--- config.mk ---
export PLATFORM = sky130hd
export DESIGN_NAME = hyp_cp_trap_ctrl
export DESIGN_NICKNAME = d
export VERILOG_FILES = /design/src/rtl/hcp_pkg.sv /design/src/rtl/hcp_req_stage.sv /design/src/rtl/hcp_trap_bits.sv /design/src/rtl/hcp_decide.sv /design/src/rtl/hyp_cp_trap_ctrl.sv
export SDC_FILE = /design/constraint.sdc
export NUM_CORES = 1
export LEC_CHECK = 0
export BUFFER_PORTS_ARGS = -buffer_cell sky130_fd_sc_hd__buf_2
export CORE_UTILIZATION = 57
export CTS_CLUSTER_DIAMETER = 120
export DETAILED_ROUTE_END_ITERATION = 12
export GPL_ROUTABILITY_DRIVEN = 0
export GPL_TIMING_DRIVEN = 0
export PLACE_DENSITY = 0.86
export SLEW_MARGIN = 10
export SYNTH_ARGS = -nofsm -noshare
export SYNTH_HDL_FRONTEND = slang
export SYNTH_HIERARCHICAL = 1
export SYNTH_SLANG_ARGS = --single-unit
--- constraint.sdc ---
create_clock -name clk -period 4.4 [get_ports clk]
set_input_delay 0.66 -clock clk [delete_from_list [all_inputs] [get_ports clk]]
set_output_delay 0.66 -clock clk [all_outputs]
set_load 0.1 [all_outputs]
--- src/rtl/hcp_pkg.sv ---
package hcp_pkg;

   typedef enum logic [1:0] {
      LVL_USER   = 2'd0,
      LVL_KERNEL = 2'd1,
      LVL_HYP    = 2'd2,
      LVL_MON    = 2'd3
   } hcp_lvl_e;

   typedef struct packed {
      hcp_lvl_e   lvl;
      logic       ns;
      logic       hyp_en;
      logic       dbl;
      logic       wr;
      logic [3:0] coproc;
      logic [2:0] opc1;
      logic [3:0] crn;
      logic [3:0] crm;
      logic [2:0] opc2;
      logic       undef_base;
   } hcp_req_t;

endpackage

--- src/rtl/hcp_req_stage.sv ---
module hcp_req_stage
   import hcp_pkg::*;
#(
   parameter int DATA_W = 32
) (
   input  logic              clk,
   input  logic              rst_n,
   input  logic              in_valid,
   input  hcp_req_t          in_req,
   input  logic [DATA_W-1:0] in_wdata,
   output logic              out_valid,
   output hcp_req_t          out_req,
   output logic [DATA_W-1:0] out_wdata
);

   always_ff @(posedge clk or negedge rst_n) begin
      if (!rst_n) begin
         out_valid <= 1'b0;
         out_req   <= '0;
         out_wdata <= '0;
      end else begin
         out_valid <= in_valid;
         if (in_valid) begin
            out_req   <= in_req;
            out_wdata <= in_wdata;
         end
      end
   end

   // every sampled request yields a verdict cycle
   p_valid_follow_r10: assert property (@(posedge clk) disable iff (!rst_n)
      in_valid |=> out_valid);

endmodule

--- src/rtl/hcp_trap_bits.sv ---
module hcp_trap_bits #(
   parameter int              DATA_W = 32,
   parameter logic [DATA_W-1:0] WMASK = 32'h0000_BFEF
) (
   input  logic              clk,
   input  logic              rst_n,
   input  logic              wr_en,
   input  logic [DATA_W-1:0] wr_data,
   output logic [DATA_W-1:0] bits
);

   generate
      if (DATA_W < 16) begin : g_bad_width
         $error("hcp_trap_bits: DATA_W must cover 16 trap indices");
      end
      for (genvar i = 0; i < DATA_W; i++) begin : g_bit
         always_ff @(posedge clk or negedge rst_n) begin
            if (!rst_n)
               bits[i] <= 1'b0;
            else if (wr_en)
               bits[i] <= wr_data[i] & WMASK[i];
         end
      end
   endgenerate

   // register holds unless an accepted write occurs
   p_hold_r9: assert property (@(posedge clk) disable iff (!rst_n)
      !wr_en |=> bits == $past(bits));

   // reserved positions never change away from zero after a write
   p_reserved_r2: assert property (@(posedge clk) disable iff (!rst_n)
      wr_en |=> (bits & ~WMASK) == '0);

endmodule

--- src/rtl/hcp_decide.sv ---
module hcp_decide
   import hcp_pkg::*;
#(
   parameter int         NSEL        = 16,
   parameter int         CLS_W       = 6,
   parameter logic [3:0] CP_SEL      = 4'hF,
   parameter logic [2:0] SELF_OPC1   = 3'd4,
   parameter logic [3:0] SELF_CRN    = 4'd1,
   parameter logic [3:0] SELF_CRM    = 4'd1,
   parameter logic [2:0] SELF_OPC2   = 3'd3,
   parameter int         SELF_BIT    = 1,
   parameter int         CODE_SINGLE = 3,
   parameter int         CODE_DOUBLE = 4
) (
   input  logic             clk,
   input  logic             rst_n,
   input  logic             valid,
   input  hcp_req_t         req,
   input  logic [NSEL-1:0]  tbits,
   output logic             trap,
   output logic             undef,
   output logic [CLS_W-1:0] cls,
   output logic             rd_ok,
   output logic             wr_ok
);

   localparam int IDX_W = $clog2(NSEL);
   localparam logic [CLS_W-1:0] C_SGL = CLS_W'(CODE_SINGLE);
   localparam logic [CLS_W-1:0] C_DBL = CLS_W'(CODE_DOUBLE);

   generate
      if (IDX_W != 4) begin : g_bad_sel
         $error("hcp_decide: NSEL must be 16 for 4-bit selectors");
      end
      if (CODE_SINGLE >= (1 << CLS_W) || CODE_DOUBLE >= (1 << CLS_W)) begin : g_bad_code
         $error("hcp_decide: class codes exceed CLS_W");
      end
      if (SELF_BIT >= NSEL) begin : g_bad_self
         $error("hcp_decide: SELF_BIT out of range");
      end
   endgenerate

   logic             cp_hit;
   logic             self_hit;
   logic             guest_ok;
   logic [IDX_W-1:0] idx;
   logic             sel_bit;
   logic             guest_trap;

   assign cp_hit   = (req.coproc == CP_SEL);
   assign self_hit = cp_hit && !req.dbl && (req.opc1 == SELF_OPC1) &&
                     (req.crn == SELF_CRN) && (req.crm == SELF_CRM) &&
                     (req.opc2 == SELF_OPC2);
   assign guest_ok = req.ns && req.hyp_en;
   assign idx      = req.dbl ? req.crm : req.crn;
   assign sel_bit  = tbits[idx];
   assign guest_trap = cp_hit && guest_ok && sel_bit &&
                       ((req.lvl == LVL_KERNEL) ||
                        ((req.lvl == LVL_USER) && !req.undef_base));

   always_comb begin
      trap  = 1'b0;
      undef = 1'b0;
      cls   = '0;
      rd_ok = 1'b0;
      wr_ok = 1'b0;
      if (valid) begin
         if (self_hit) begin
            unique case (req.lvl)
               LVL_USER:   undef = 1'b1;
               LVL_KERNEL: begin
                  if (guest_ok && tbits[SELF_BIT]) begin
                     trap = 1'b1;
                     cls  = C_SGL;
                  end else begin
                     undef = 1'b1;
                  end
               end
               LVL_HYP: begin
                  rd_ok = !req.wr;
                  wr_ok = req.wr;
               end
               LVL_MON: begin
                  if (req.ns) begin
                     rd_ok = !req.wr;
                     wr_ok = req.wr;
                  end else begin
                     undef = 1'b1;
                  end
               end
               default: undef = 1'b1;
            endcase
         end else if (guest_trap) begin
            trap = 1'b1;
            cls  = req.dbl ? C_DBL : C_SGL;
         end else begin
            undef = req.undef_base;
         end
      end
   end

   // verdicts are mutually exclusive
   p_excl_r11: assert property (@(posedge clk) disable iff (!rst_n)
      !(trap && undef));
   // nothing is reported outside a verdict cycle
   p_idle_r11: assert property (@(posedge clk) disable iff (!rst_n)
      !valid |-> !trap && !undef && !rd_ok && !wr_ok);
   // secure state never traps
   p_secure_r7: assert property (@(posedge clk) disable iff (!rst_n)
      valid && !req.ns |-> !trap);
   // hypervisor disabled never traps
   p_nohyp_r7: assert property (@(posedge clk) disable iff (!rst_n)
      valid && !req.hyp_en |-> !trap);
   // level 0 access to the register itself is undefined
   p_user_self_r8: assert property (@(posedge clk) disable iff (!rst_n)
      valid && self_hit && req.lvl == LVL_USER |-> undef);
   // a level 0 access already undefined never traps
   p_user_undef_r5: assert property (@(posedge clk) disable iff (!rst_n)
      valid && req.lvl == LVL_USER && req.undef_base |-> !trap);

endmodule

--- src/rtl/hyp_cp_trap_ctrl.sv ---
module hyp_cp_trap_ctrl
   import hcp_pkg::*;
#(
   parameter int                DATA_W      = 32,
   parameter logic [DATA_W-1:0] WMASK       = 32'h0000_BFEF,
   parameter int                CLS_W       = 6,
   parameter int                CODE_SINGLE = 3,
   parameter int                CODE_DOUBLE = 4
) (
   input  logic              clk,
   input  logic              rst_n,
   input  logic              req_valid,
   input  logic [1:0]        req_el,
   input  logic              req_ns,
   input  logic              req_hyp_en,
   input  logic              req_double,
   input  logic              req_write,
   input  logic [3:0]        req_coproc,
   input  logic [2:0]        req_opc1,
   input  logic [3:0]        req_crn,
   input  logic [3:0]        req_crm,
   input  logic [2:0]        req_opc2,
   input  logic [DATA_W-1:0] req_wdata,
   input  logic              req_undef_base,
   output logic              trap,
   output logic [CLS_W-1:0]  trap_class,
   output logic              undef,
   output logic [DATA_W-1:0] rdata,
   output logic              done
);

   localparam int NSEL = 16;

   generate
      if (DATA_W < NSEL) begin : g_bad_data
         $error("hyp_cp_trap_ctrl: DATA_W too small");
      end
   endgenerate

   hcp_req_t          in_req;
   hcp_req_t          q_req;
   logic [DATA_W-1:0] q_wdata;
   logic [DATA_W-1:0] tbits;
   logic              rd_ok;
   logic              wr_ok;

   always_comb begin
      in_req.lvl        = hcp_lvl_e'(req_el);
      in_req.ns         = req_ns;
      in_req.hyp_en     = req_hyp_en;
      in_req.dbl        = req_double;
      in_req.wr         = req_write;
      in_req.coproc     = req_coproc;
      in_req.opc1       = req_opc1;
      in_req.crn        = req_crn;
      in_req.crm        = req_crm;
      in_req.opc2       = req_opc2;
      in_req.undef_base = req_undef_base;
   end

   hcp_req_stage #(.DATA_W(DATA_W)) u_stage (
      .clk       (clk),
      .rst_n     (rst_n),
      .in_valid  (req_valid),
      .in_req    (in_req),
      .in_wdata  (req_wdata),
      .out_valid (done),
      .out_req   (q_req),
      .out_wdata (q_wdata)
   );

   hcp_trap_bits #(.DATA_W(DATA_W), .WMASK(WMASK)) u_bits (
      .clk     (clk),
      .rst_n   (rst_n),
      .wr_en   (wr_ok),
      .wr_data (q_wdata),
      .bits    (tbits)
   );

   hcp_decide #(
      .NSEL        (NSEL),
      .CLS_W       (CLS_W),
      .CODE_SINGLE (CODE_SINGLE),
      .CODE_DOUBLE (CODE_DOUBLE)
   ) u_decide (
      .clk   (clk),
      .rst_n (rst_n),
      .valid (done),
      .req   (q_req),
      .tbits (tbits[NSEL-1:0]),
      .trap  (trap),
      .undef (undef),
      .cls   (trap_class),
      .rd_ok (rd_ok),
      .wr_ok (wr_ok)
   );

   assign rdata = rd_ok ? tbits : '0;

   // a verdict cycle follows every request
   p_done_r10: assert property (@(posedge clk) disable iff (!rst_n)
      req_valid |=> done);
   // no verdict without a request
   p_no_spurious_r10: assert property (@(posedge clk) disable iff (!rst_n)
      !req_valid |=> !done);
   // read data is quiet outside verdict cycles
   p_rdata_idle_r11: assert property (@(posedge clk) disable iff (!rst_n)
      !done |-> rdata == '0);

endmodule

==> results of run 1 <==
[cell usage in the layout (no fill, tap or decap), drive strengths merged, types with 3 or more instances in the layout]
cell and instances:
inv 4, clkbuf 10, nor2 5, nor4 3, buf 90, nand3 4, nor3 3, mux4 4
conb 21, mux2 55, dfrtp 54, and2 32, nand2 8
[power by group through the flow]
stage / Sequential, W / Clock [W] / Combinational (W)
3_5_place_dp: 0.000569 / 0 / 0.000163
6_report: 0.000559 / 0.000326 / 0.000164
4_1_cts: 0.000559 / 0.000337 / 0.000164
3_3_place_gp: 0.000566 / 0 / 0.000159
5_1_grt: 0.000565 / 0.000349 / 0.000177
2_1_floorplan: 0.000563 / 0 / 0.000118
[worst max-delay path by stage]
| stage | to | from | slack, ns | depth (start not counted) |
|---|---|---|---|---|
| final | rdata[6] | u_stage/out_req[9] | 0.58 | 8 |
| after CTS | rdata[6] | u_stage/out_req[9] | 0.56 | 8 |
| after detailed placement | rdata[6] | u_stage/out_req[9] | 0.93 | 8 |
| after floorplan | trap | u_stage/out_req[20] | 0.16 | 5 |
| after global routing | rdata[6] | u_stage/out_req[9] | 0.44 | 8 |
| after global placement | rdata[6] | u_stage/out_req[9] | 0.95 | 8 |
[through the flow]
step | instances | worst slack (ns) | total power (W)
CTS | 385 | 0.565 | 0.00106
finish | 385 | 0.581 | 0.00105
global placement | 377 | 0.953 | 0.000726
floorplan | 249 | 0.162 | 0.000681
detailed placement | 377 | 0.925 | 0.000732
global route | 385 | 0.439 | 0.00109
[flip-flops by register name, summed over array words and instances, names as in the netlist]
register and flops:
u_bits/bits 14, u_stage/out_wdata 14, u_stage/out_req 25, u_stage/out_valid 1
[cell type report]
class,instances,area (um2)
sequential,54,1350
buffer,33,255
inverter,4,15.0
timing repair buffer,61,308
fill,359,1340
tap,67,83.8
multi-input combinational,158,1390
clock inverter,1,30.0
clock buffer,7,76.3
[per-layer routing]
metal  routed length [um]  up-vias  global-route usage [%]  share of wire (%)
met5                    0        -                       0                  0
met4                   77        0                    7.26                1.4
met3                  271        8                    5.35                4.9
met2                 2680       67                    37.9                 49
met1                 2460      920                    28.2                 45
li1                     -      932                       -                  -
[worst max-delay path: stages, from the launching register on]
cell      delay [ns]
dfrtp_1         0.40
or4b_1          0.56
nand2b_1        0.20
nor4_1          0.36
nand3_1         0.16
nor2_1          0.34
clkbuf_2        0.26
and2_2          0.17
buf_2           0.42
==> flow_metrics.env, run 1 <==
export IMPL_core_um2=4850
export IMPL_slew_headroom_pct=54.8
export IMPL_drt_iter0_drc=66
export IMPL_design_area_um2=3510
export IMPL_final_util_pct=72.4
export IMPL_yosysWarningCount=6
export IMPL_placed_area_um2=3400
export IMPL_max_freq_ghz=0.262
export IMPL_p_leak_nw=1.81
export IMPL_maxSlewViolCount=0
export IMPL_arrival_ns=3.16
export IMPL_synthesis_instances=230
export IMPL_initial_core_util_pct=60.6
export IMPL_drt_vias_per_instance=5.01
export IMPL_wire_per_inst_um=14.2
export IMPL_r2r_slack_ns=1.62
export IMPL_critPathLaunchType="flip-flop"
export IMPL_cap_violations=0
export IMPL_track_usage_pct=22.4
export IMPL_postCtsSetupRepairBufs=0
export IMPL_avgSynthCellArea_um2=12.8
export IMPL_crit_required_ns=3.74
export IMPL_ant_nets=0
export IMPL_period_needed_ns=3.82
export IMPL_die_h_um=73.8
export IMPL_grt_first_pass_wirelength_mm=9.09
export IMPL_r2r_cells=7
export IMPL_fp_row_count=25
export IMPL_timing_rr_end="u_bits/bits[3]"
export IMPL_clkTransAtPathRegs_ns=0.09
export IMPL_dp_hpwl_mm=4.07
export IMPL_io_buffers=61
export IMPL_wirelength_mm=5.49
export IMPL_hp_class="primary input to asynchronous set/reset pin"
export IMPL_clkPwrFrac_pct=31.1
export IMPL_cts_buffers=5
export IMPL_finalSetupViolCount=0
export IMPL_vias=1927
export IMPL_drt_pass1_iterations=4
export IMPL_worstMarginPinSlew_ns=0.677
export IMPL_switching_share_pct=24.6
export IMPL_critPathKind="flip-flop to output port"
export IMPL_antenna_found_initial=0
export IMPL_cts_hold_buffers=0
export IMPL_rsz0062_at_grt="false"
export IMPL_die_area_um2=5440
export IMPL_holdWs_ns=0.382
export IMPL_remaining_drc_errors=0
export IMPL_ctsResizeCount=0
export IMPL_diodes=0
export IMPL_p_seq_share_pct=53.2
export IMPL_fp_dieW_um=73.8
export IMPL_share_comb_of_total_power_pct=15.7
export IMPL_intPower_w=0.000791
export IMPL_cts_tree="built"
export IMPL_tns_ns=0
export IMPL_status="completed"
export IMPL_grt_ovfl_total=0
export IMPL_worstSetupEndpointType="output port"
export IMPL_layout_drive_gt1_share_pct=59.4
export IMPL_clockRootBuffer="clkbuf_8"
export IMPL_p_per_area_nw_per_um2=299
export IMPL_clk_path_buf_depth=2
export IMPL_area_growth_pct=19.5
export IMPL_io_pins=101
export IMPL_final_hold_violation_count=0
export IMPL_crit_fanout=10
export IMPL_grt_pass1_vias=1986
export IMPL_htree_levels=2
export IMPL_switchingPower_w=0.000258
export IMPL_ir_drop_uv=275
export IMPL_skew_ns=0.00879
export IMPL_final_nets=377
export IMPL_synthesis_area_um2=2940
export IMPL_r2r_start="u_stage/out_req[9]"
export IMPL_insertion_delay_ns=0.31
export IMPL_cts_sinks=54
export IMPL_min_period_over_period_pct=86.8
export IMPL_grt_max_degree=55
Note: power is estimated with default switching activity, not from simulation.
==> run 2, diff against run 1 <==
--- a/config.mk
+++ b/config.mk
@@ -6,14 +6,13 @@
 export NUM_CORES = 1
 export LEC_CHECK = 0
 export BUFFER_PORTS_ARGS = -buffer_cell sky130_fd_sc_hd__buf_2
-export CORE_UTILIZATION = 57
+export CORE_UTILIZATION = 53
 export CTS_CLUSTER_DIAMETER = 120
 export DETAILED_ROUTE_END_ITERATION = 12
 export GPL_ROUTABILITY_DRIVEN = 0
 export GPL_TIMING_DRIVEN = 0
-export PLACE_DENSITY = 0.86
+export PLACE_DENSITY = 0.85
 export SLEW_MARGIN = 10
 export SYNTH_ARGS = -nofsm -noshare
 export SYNTH_HDL_FRONTEND = slang
-export SYNTH_HIERARCHICAL = 1
 export SYNTH_SLANG_ARGS = --single-unit
==> run 2 against run 1 <==
  * Critical path depth grew 1
  * Maximum frequency increased by 9.0%
  * Via count rose by 2.2%
  * Cell area decreased by 5.6%
  * Global-route usage down 0.28 points
  * Sequential power about the same
  * Worst setup slack better by 0.32 ns
  * Critical endpoint is now trap_class[1]
==> flow_metrics.env, run 2 <==
export IMPL_async_flop_share_pct=100
export IMPL_gr_usage_met3_pct=4.94
export IMPL_arrival_ns=2.84
export IMPL_clockRootBuffer="clkbuf_8"
export IMPL_ys_seq_area_share_pct=49.5
export IMPL_grt_first_pass_wirelength_mm=9.00
export IMPL_crit_start="u_stage.out_req[4]"
export IMPL_final_cell_mix="64 x buf_2, 54 x dfrtp_1, 43 x mux2_2"
export IMPL_initial_core_util_pct=56.4
export IMPL_worstMarginPinSlew_ns=0.650
export IMPL_dp_slack_ns=1.25
export IMPL_layout_drive_gt1_share_pct=44.3
export IMPL_remaining_drc_errors=0
export IMPL_largest_reg_flops=25
export IMPL_io_pins=101
export IMPL_grtUsageMet2_pct=38.0
export IMPL_path_buf_inv=3
export IMPL_cap_violations=0
export IMPL_yosysWarningCount=0
export IMPL_drt_pass1_iterations=4
export IMPL_die_area_um2=5450
export IMPL_met1_usage_pct=28.6
export IMPL_skew_ns=0.0145
export IMPL_crit_fanout=10
export IMPL_final_nets=384
export IMPL_postCtsSetupRepairBufs=0
export IMPL_final_hold_violation_count=0
export IMPL_final_common_cell="buf_2"
export IMPL_rsz0062_at_grt="false"
export IMPL_vias=1969
export IMPL_slowest_delay_ns=0.39
export IMPL_synthesis_area_um2=2730
export IMPL_avgSynthCellArea_um2=11.6
export IMPL_fp_row_count=25
export IMPL_fillers=380
export IMPL_max_freq_ghz=0.285
export IMPL_synth_cell_types=35
export IMPL_tns_ns=0
export IMPL_slew_headroom_pct=56.6
export IMPL_grt_max_degree=55
export IMPL_yosysTopAreaCellShare_pct=49.5
export IMPL_diodes=0
export IMPL_drt_iter0_drc=76
export IMPL_wire_per_inst_um=13.5
export IMPL_finalSetupViolCount=0
export IMPL_path_delay_family="multiplexers"
export IMPL_drt_vias_per_instance=5.02
export IMPL_cts_hold_buffers=0
export IMPL_core_um2=4850
export IMPL_p_leak_nw=1.65
export IMPL_r2r_slack_ns=2.15
export IMPL_maxSlewViolCount=0
export IMPL_timing_rr_end="u_bits.bits[7]"
export IMPL_grt_pass1_vias=1960
export IMPL_worstSetupEndpointType="output port"
export IMPL_ctsResizeCount=0
export IMPL_ir_drop_uv=241
export IMPL_io_buffers=61
export IMPL_clk_path_buf_depth=2
export IMPL_synth_most_common_cell="dfrtp_1"
export IMPL_worstPathCellList="buf_2 > mux2i_1 > mux2_2 > a221oi_1 > nor2_1 > and3_1 > a31o_1 > buf_4 > buf_2"
export IMPL_dp_hpwl_mm=4.09
export IMPL_cpMostUsedCell="buf_2"
export IMPL_p_per_area_nw_per_um2=337
export IMPL_critPathKind="flip-flop to output port"
export IMPL_ant_nets=0
export IMPL_layout_setup_ws_ns=0.896
export IMPL_fp_dieW_um=73.8
export IMPL_yosysTopAreaCell="dfrtp_1"
export IMPL_wirelength_mm=5.30
export IMPL_crit_required_ns=3.74
export IMPL_antenna_found_initial=0
export IMPL_synthesis_instances=236
export IMPL_cts_tree="built"
export IMPL_busiest_layer="met2"
export IMPL_min_period_over_period_pct=79.6
export IMPL_status="completed"
export IMPL_synth_edf_count=0
export IMPL_crit_slowest_cell="mux2i_1"
export IMPL_ys_seq_elements=54
export IMPL_area_growth_pct=21.3
export IMPL_cts_sinks=54
export IMPL_regMostFlops="u_stage.out_req"
export IMPL_insertion_delay_ns=0.31
export IMPL_synth_common_cells="54 x dfrtp_1, 43 x mux2_2, 22 x buf_4"
export IMPL_critPathLaunchType="flip-flop"
export IMPL_track_usage_pct=22.1
export IMPL_period_needed_ns=3.50
export IMPL_clkTransAtPathRegs_ns=0.09
export IMPL_reg_top3="u_stage.out_req (25), u_bits.bits (14), u_stage.out_wdata (14)"
export IMPL_synth_area_leaders="dfrtp_1 49%, mux2_2 18%, buf_4 6.0%"
export IMPL_cts_buffers=5
export IMPL_die_h_um=73.8
export IMPL_r2r_cells=6
export IMPL_htree_levels=2
export IMPL_hp_class="primary input to asynchronous set/reset pin"
export IMPL_synthFlopType="dfrtp_1"
export IMPL_r2r_start="u_stage.out_req[6]"
export IMPL_grt_ovfl_total=0
-- run 2: per-layer routing --
metal  up-vias  share of wire (%)
met3         2                5.5
met2        77                 51
li1        964                  -
met5         -                  0
met1       926                 43
met4         0               0.30
-- run 2: cells by family (layout without fill, tap and decap cells) --
kind of cell,Yosys count,after routing,share of synthesized area (%)
buf+inv,38,107,8.97
mux,54,54,22.2
simple gates,61,61,12.8
flops,54,54,49.5
compound gates,28,28,6.46
other cells,1,21,0.137
-- run 2: cell type report --
class	count	area (um2)	share of cell area, %
sequential	54	1350	40.8
multi-input combinational	164	1220	36.7
timing repair buffer	61	308	9.28
buffer	34	230	6.94
tap	67	83.8	2.53
clock buffer	6	72.6	2.19
clock inverter	2	37.5	1.13
inverter	4	15.0	0.453
-- run 2: through the flow --
stage | hold WS [ns] | util [%] | std cells | area (um2) | total power (W)
finish | 0.382 | 68.4 | 392 | 3320 | 0.00112
global route | 0.416 | 68.4 | 392 | 3320 | 0.00117
CTS | 0.473 | 68.3 | 392 | 3310 | 0.00112
detailed placement | 0.478 | 66.1 | 384 | 3200 | 0.000803
global placement | 0.462 | 66.1 | 384 | 3200 | 0.000796
floorplan | 0.364 | - | 256 | 2810 | 0.000750
-- run 2: power breakdown --
part / switching [W] / leakage, nW / internal, W / total [W]
registers: 0.0000271 / 0.664 / 0.000532 / 0.000559
logic: 0.000153 / 0.933 / 0.0000821 / 0.000235
clock network: 0.000154 / 0.0514 / 0.000170 / 0.000324
-- run 2: how the worst max path moves through the flow --
stage | endpoint | slack (ns) | cells after the start
after floorplan | rdata[3] | 0.61 | 5
after global placement | rdata[13] | 1.27 | 8
after detailed placement | trap_class[1] | 1.25 | 9
after CTS | trap_class[1] | 0.89 | 9
after global routing | trap_class[1] | 0.65 | 9
final | trap_class[1] | 0.90 | 9
==> run 3, diff against run 2 <==
--- a/config.mk
+++ b/config.mk
@@ -6,12 +6,12 @@
 export NUM_CORES = 1
 export LEC_CHECK = 0
 export BUFFER_PORTS_ARGS = -buffer_cell sky130_fd_sc_hd__buf_2
-export CORE_UTILIZATION = 53
+export CORE_UTILIZATION = 44
 export CTS_CLUSTER_DIAMETER = 120
 export DETAILED_ROUTE_END_ITERATION = 12
 export GPL_ROUTABILITY_DRIVEN = 0
 export GPL_TIMING_DRIVEN = 0
-export PLACE_DENSITY = 0.85
+export PLACE_DENSITY = 0.75
 export SLEW_MARGIN = 10
 export SYNTH_ARGS = -nofsm -noshare
 export SYNTH_HDL_FRONTEND = slang
==> constraint.sdc (replaced) <==
create_clock -name clk -period 3 [get_ports clk]
set_input_delay 0.45 -clock clk [delete_from_list [all_inputs] [get_ports clk]]
set_output_delay 0.45 -clock clk [all_outputs]
set_load 0.1 [all_outputs]
==> run 3 against run 2 <==
  * Utilization is 7.8 points lower
  * Die area up 20%
  * First-iteration DRC count rose by 12%
  * Register-to-register slack got worse by 1.6 ns
  * Critical path type unchanged
==> flow_metrics.env, run 3 (synthesized netlist as in run 2, its figures left out) <==
export IMPL_min_period_over_period_pct=97.0
export IMPL_die_h_um=80.8
export IMPL_holdWs_ns=0.187
export IMPL_skew_ns=0.00894
export IMPL_largest_reg_flops=25
export IMPL_core_um2=5960
export IMPL_share_comb_of_total_power_pct=23.8
export IMPL_critPathLaunchType="flip-flop"
export IMPL_grt_max_degree=55
export IMPL_maxSlewViolCount=0
export IMPL_r2r_start="u_stage.out_req[6]"
export IMPL_wirelength_mm=6.12
export IMPL_timing_rr_end="u_bits.bits[10]"
export IMPL_die_area_um2=6530
export IMPL_intPower_w=0.00108
export IMPL_track_usage_pct=20.4
export IMPL_antenna_found_initial=0
export IMPL_cts_hold_buffers=0
export IMPL_initial_core_util_pct=45.9
export IMPL_crit_start="u_stage.out_req[8]"
export IMPL_fp_dieW_um=80.8
export IMPL_regMostFlops="u_stage.out_req"
export IMPL_worstMarginPinSlew_ns=0.671
export IMPL_fp_row_count=28
export IMPL_drt_vias_per_instance=5.05
export IMPL_switching_share_pct=31.5
export IMPL_drt_iter0_drc=85
export IMPL_io_pins=101
export IMPL_ir_drop_uv=265
export IMPL_ant_nets=0
export IMPL_r2r_cells=7
export IMPL_clockRootBuffer="clkbuf_8"
export IMPL_clkPwrFrac_pct=24.0
export IMPL_grt_first_pass_wirelength_mm=9.91
export IMPL_area_growth_pct=32.0
export IMPL_slew_headroom_pct=55.2
export IMPL_finalSetupViolCount=0
export IMPL_status="completed"
export IMPL_remaining_drc_errors=0
export IMPL_p_leak_nw=1.72
export IMPL_r2r_slack_ns=0.58
export IMPL_clk_path_buf_depth=2
export IMPL_final_nets=390
export IMPL_final_cell_mix="51 x dfrtp_1, 44 x buf_2, 43 x mux2_2"
export IMPL_layout_drive_gt1_share_pct=51.2
export IMPL_htree_levels=2
export IMPL_final_common_cell="dfrtp_1"
export IMPL_critPathKind="flip-flop to output port"
export IMPL_cts_buffers=5
export IMPL_p_seq_share_pct=52.2
export IMPL_max_freq_ghz=0.344
export IMPL_cap_violations=0
export IMPL_final_hold_violation_count=0
export IMPL_hp_class="primary input to asynchronous set/reset pin"
export IMPL_insertion_delay_ns=0.30
export IMPL_drt_pass1_iterations=4
export IMPL_reg_top3="u_stage.out_req (25), u_bits.bits (14), u_stage.out_wdata (14)"
export IMPL_worstSetupEndpointType="output port"
export IMPL_cts_tree="built"
export IMPL_crit_fanout=10
export IMPL_grt_ovfl_total=0
export IMPL_switchingPower_w=0.000496
export IMPL_crit_required_ns=2.55
export IMPL_dp_hpwl_mm=4.25
export IMPL_p_per_area_nw_per_um2=436
export IMPL_placed_area_um2=3230
export IMPL_endpoint="trap_class[1]"
export IMPL_clkTransAtPathRegs_ns=0.09
export IMPL_wire_per_inst_um=15.1
export IMPL_cts_sinks=54
export IMPL_vias=2045
export IMPL_diodes=0
export IMPL_design_area_um2=3610
export IMPL_arrival_ns=2.46
export IMPL_period_needed_ns=2.91
export IMPL_grt_pass1_vias=2049
export IMPL_io_buffers=61
==> run 3: power by group through the flow <==
stage | clock [W] | sequential (W) | combinational (W)
floorplan | 0 | 0.000826 | 0.000275
global placement | 0 | 0.000832 | 0.000340
detailed placement | 0 | 0.000835 | 0.000347
CTS | 0.000382 | 0.000819 | 0.000364
global route | 0.000412 | 0.000830 | 0.000401
finish | 0.000378 | 0.000822 | 0.000374
==> run 3: stage by stage <==
stage	setup WS [ns]	util (%)	power [W]	setup TNS, ns	cells
after global placement	0.0311	54.2	0.00117	0	392
after CTS	0.0122	59.4	0.00157	0	402
after floorplan	0.00460	-	0.00110	0	256
final	0.0906	60.5	0.00157	0	405
after detailed placement	0.00613	54.2	0.00118	0	392
after global routing	-0.0137	60.5	0.00164	-0.0392	405
==> run 3: how the worst min path moves through the flow <==
stage                                     from  slack, ns               endpoint  depth (start not counted)
after detailed placement  u_stage.out_wdata[6]       0.48         u_bits.bits[6]                          1
after global routing                     rst_n       0.23  u_stage.out_wdata[12]                          1
after floorplan                          rst_n       0.15         u_bits.bits[0]                          0
after CTS                            req_valid       0.26      u_stage.out_valid                          1
after global placement    u_stage.out_wdata[7]       0.47         u_bits.bits[7]                          1
final                                    rst_n       0.19         u_bits.bits[0]                          1
==> run 3: critical path, cell delays in order (launching register included) <==
cell and delay (ns):
dfrtp_1 0.36, buf_2 0.19, mux2i_4 0.17, mux2_2 0.36
a221oi_2 0.21, nor2_1 0.05, and3_2 0.25, a31o_2 0.25
buf_4 0.13, buf_6 0.17
==> run 3: repair_timing <==
action | CTS | global route
cloned | 1 | 0
setup endpoints to repair | 19 | 19
resized for setup | 65 | 12
pin swaps | 4 | 0
hold endpoints to repair | 0 | 0
buffers inserted | 3 | 3
==> run 3: area by class of cell <==
type	count	area (um2)
fillers	505	2350
flip-flops and latches	54	1360
multi-input cells	164	1300
repair buffers	68	538
plain buffers	33	228
well taps	75	93.8
clock buffers	7	76.3
inverters	4	15.0
==> run 3: routing by layer <==
metal | up-vias | track usage (%) | part of all wire (%)
li1 | 969 | - | -
met1 | 984 | 23.7 | 39
met2 | 79 | 36.3 | 51
met3 | 13 | 5.28 | 7.5
met4 | 0 | 6.96 | 2.2
met5 | - | 0 | 0
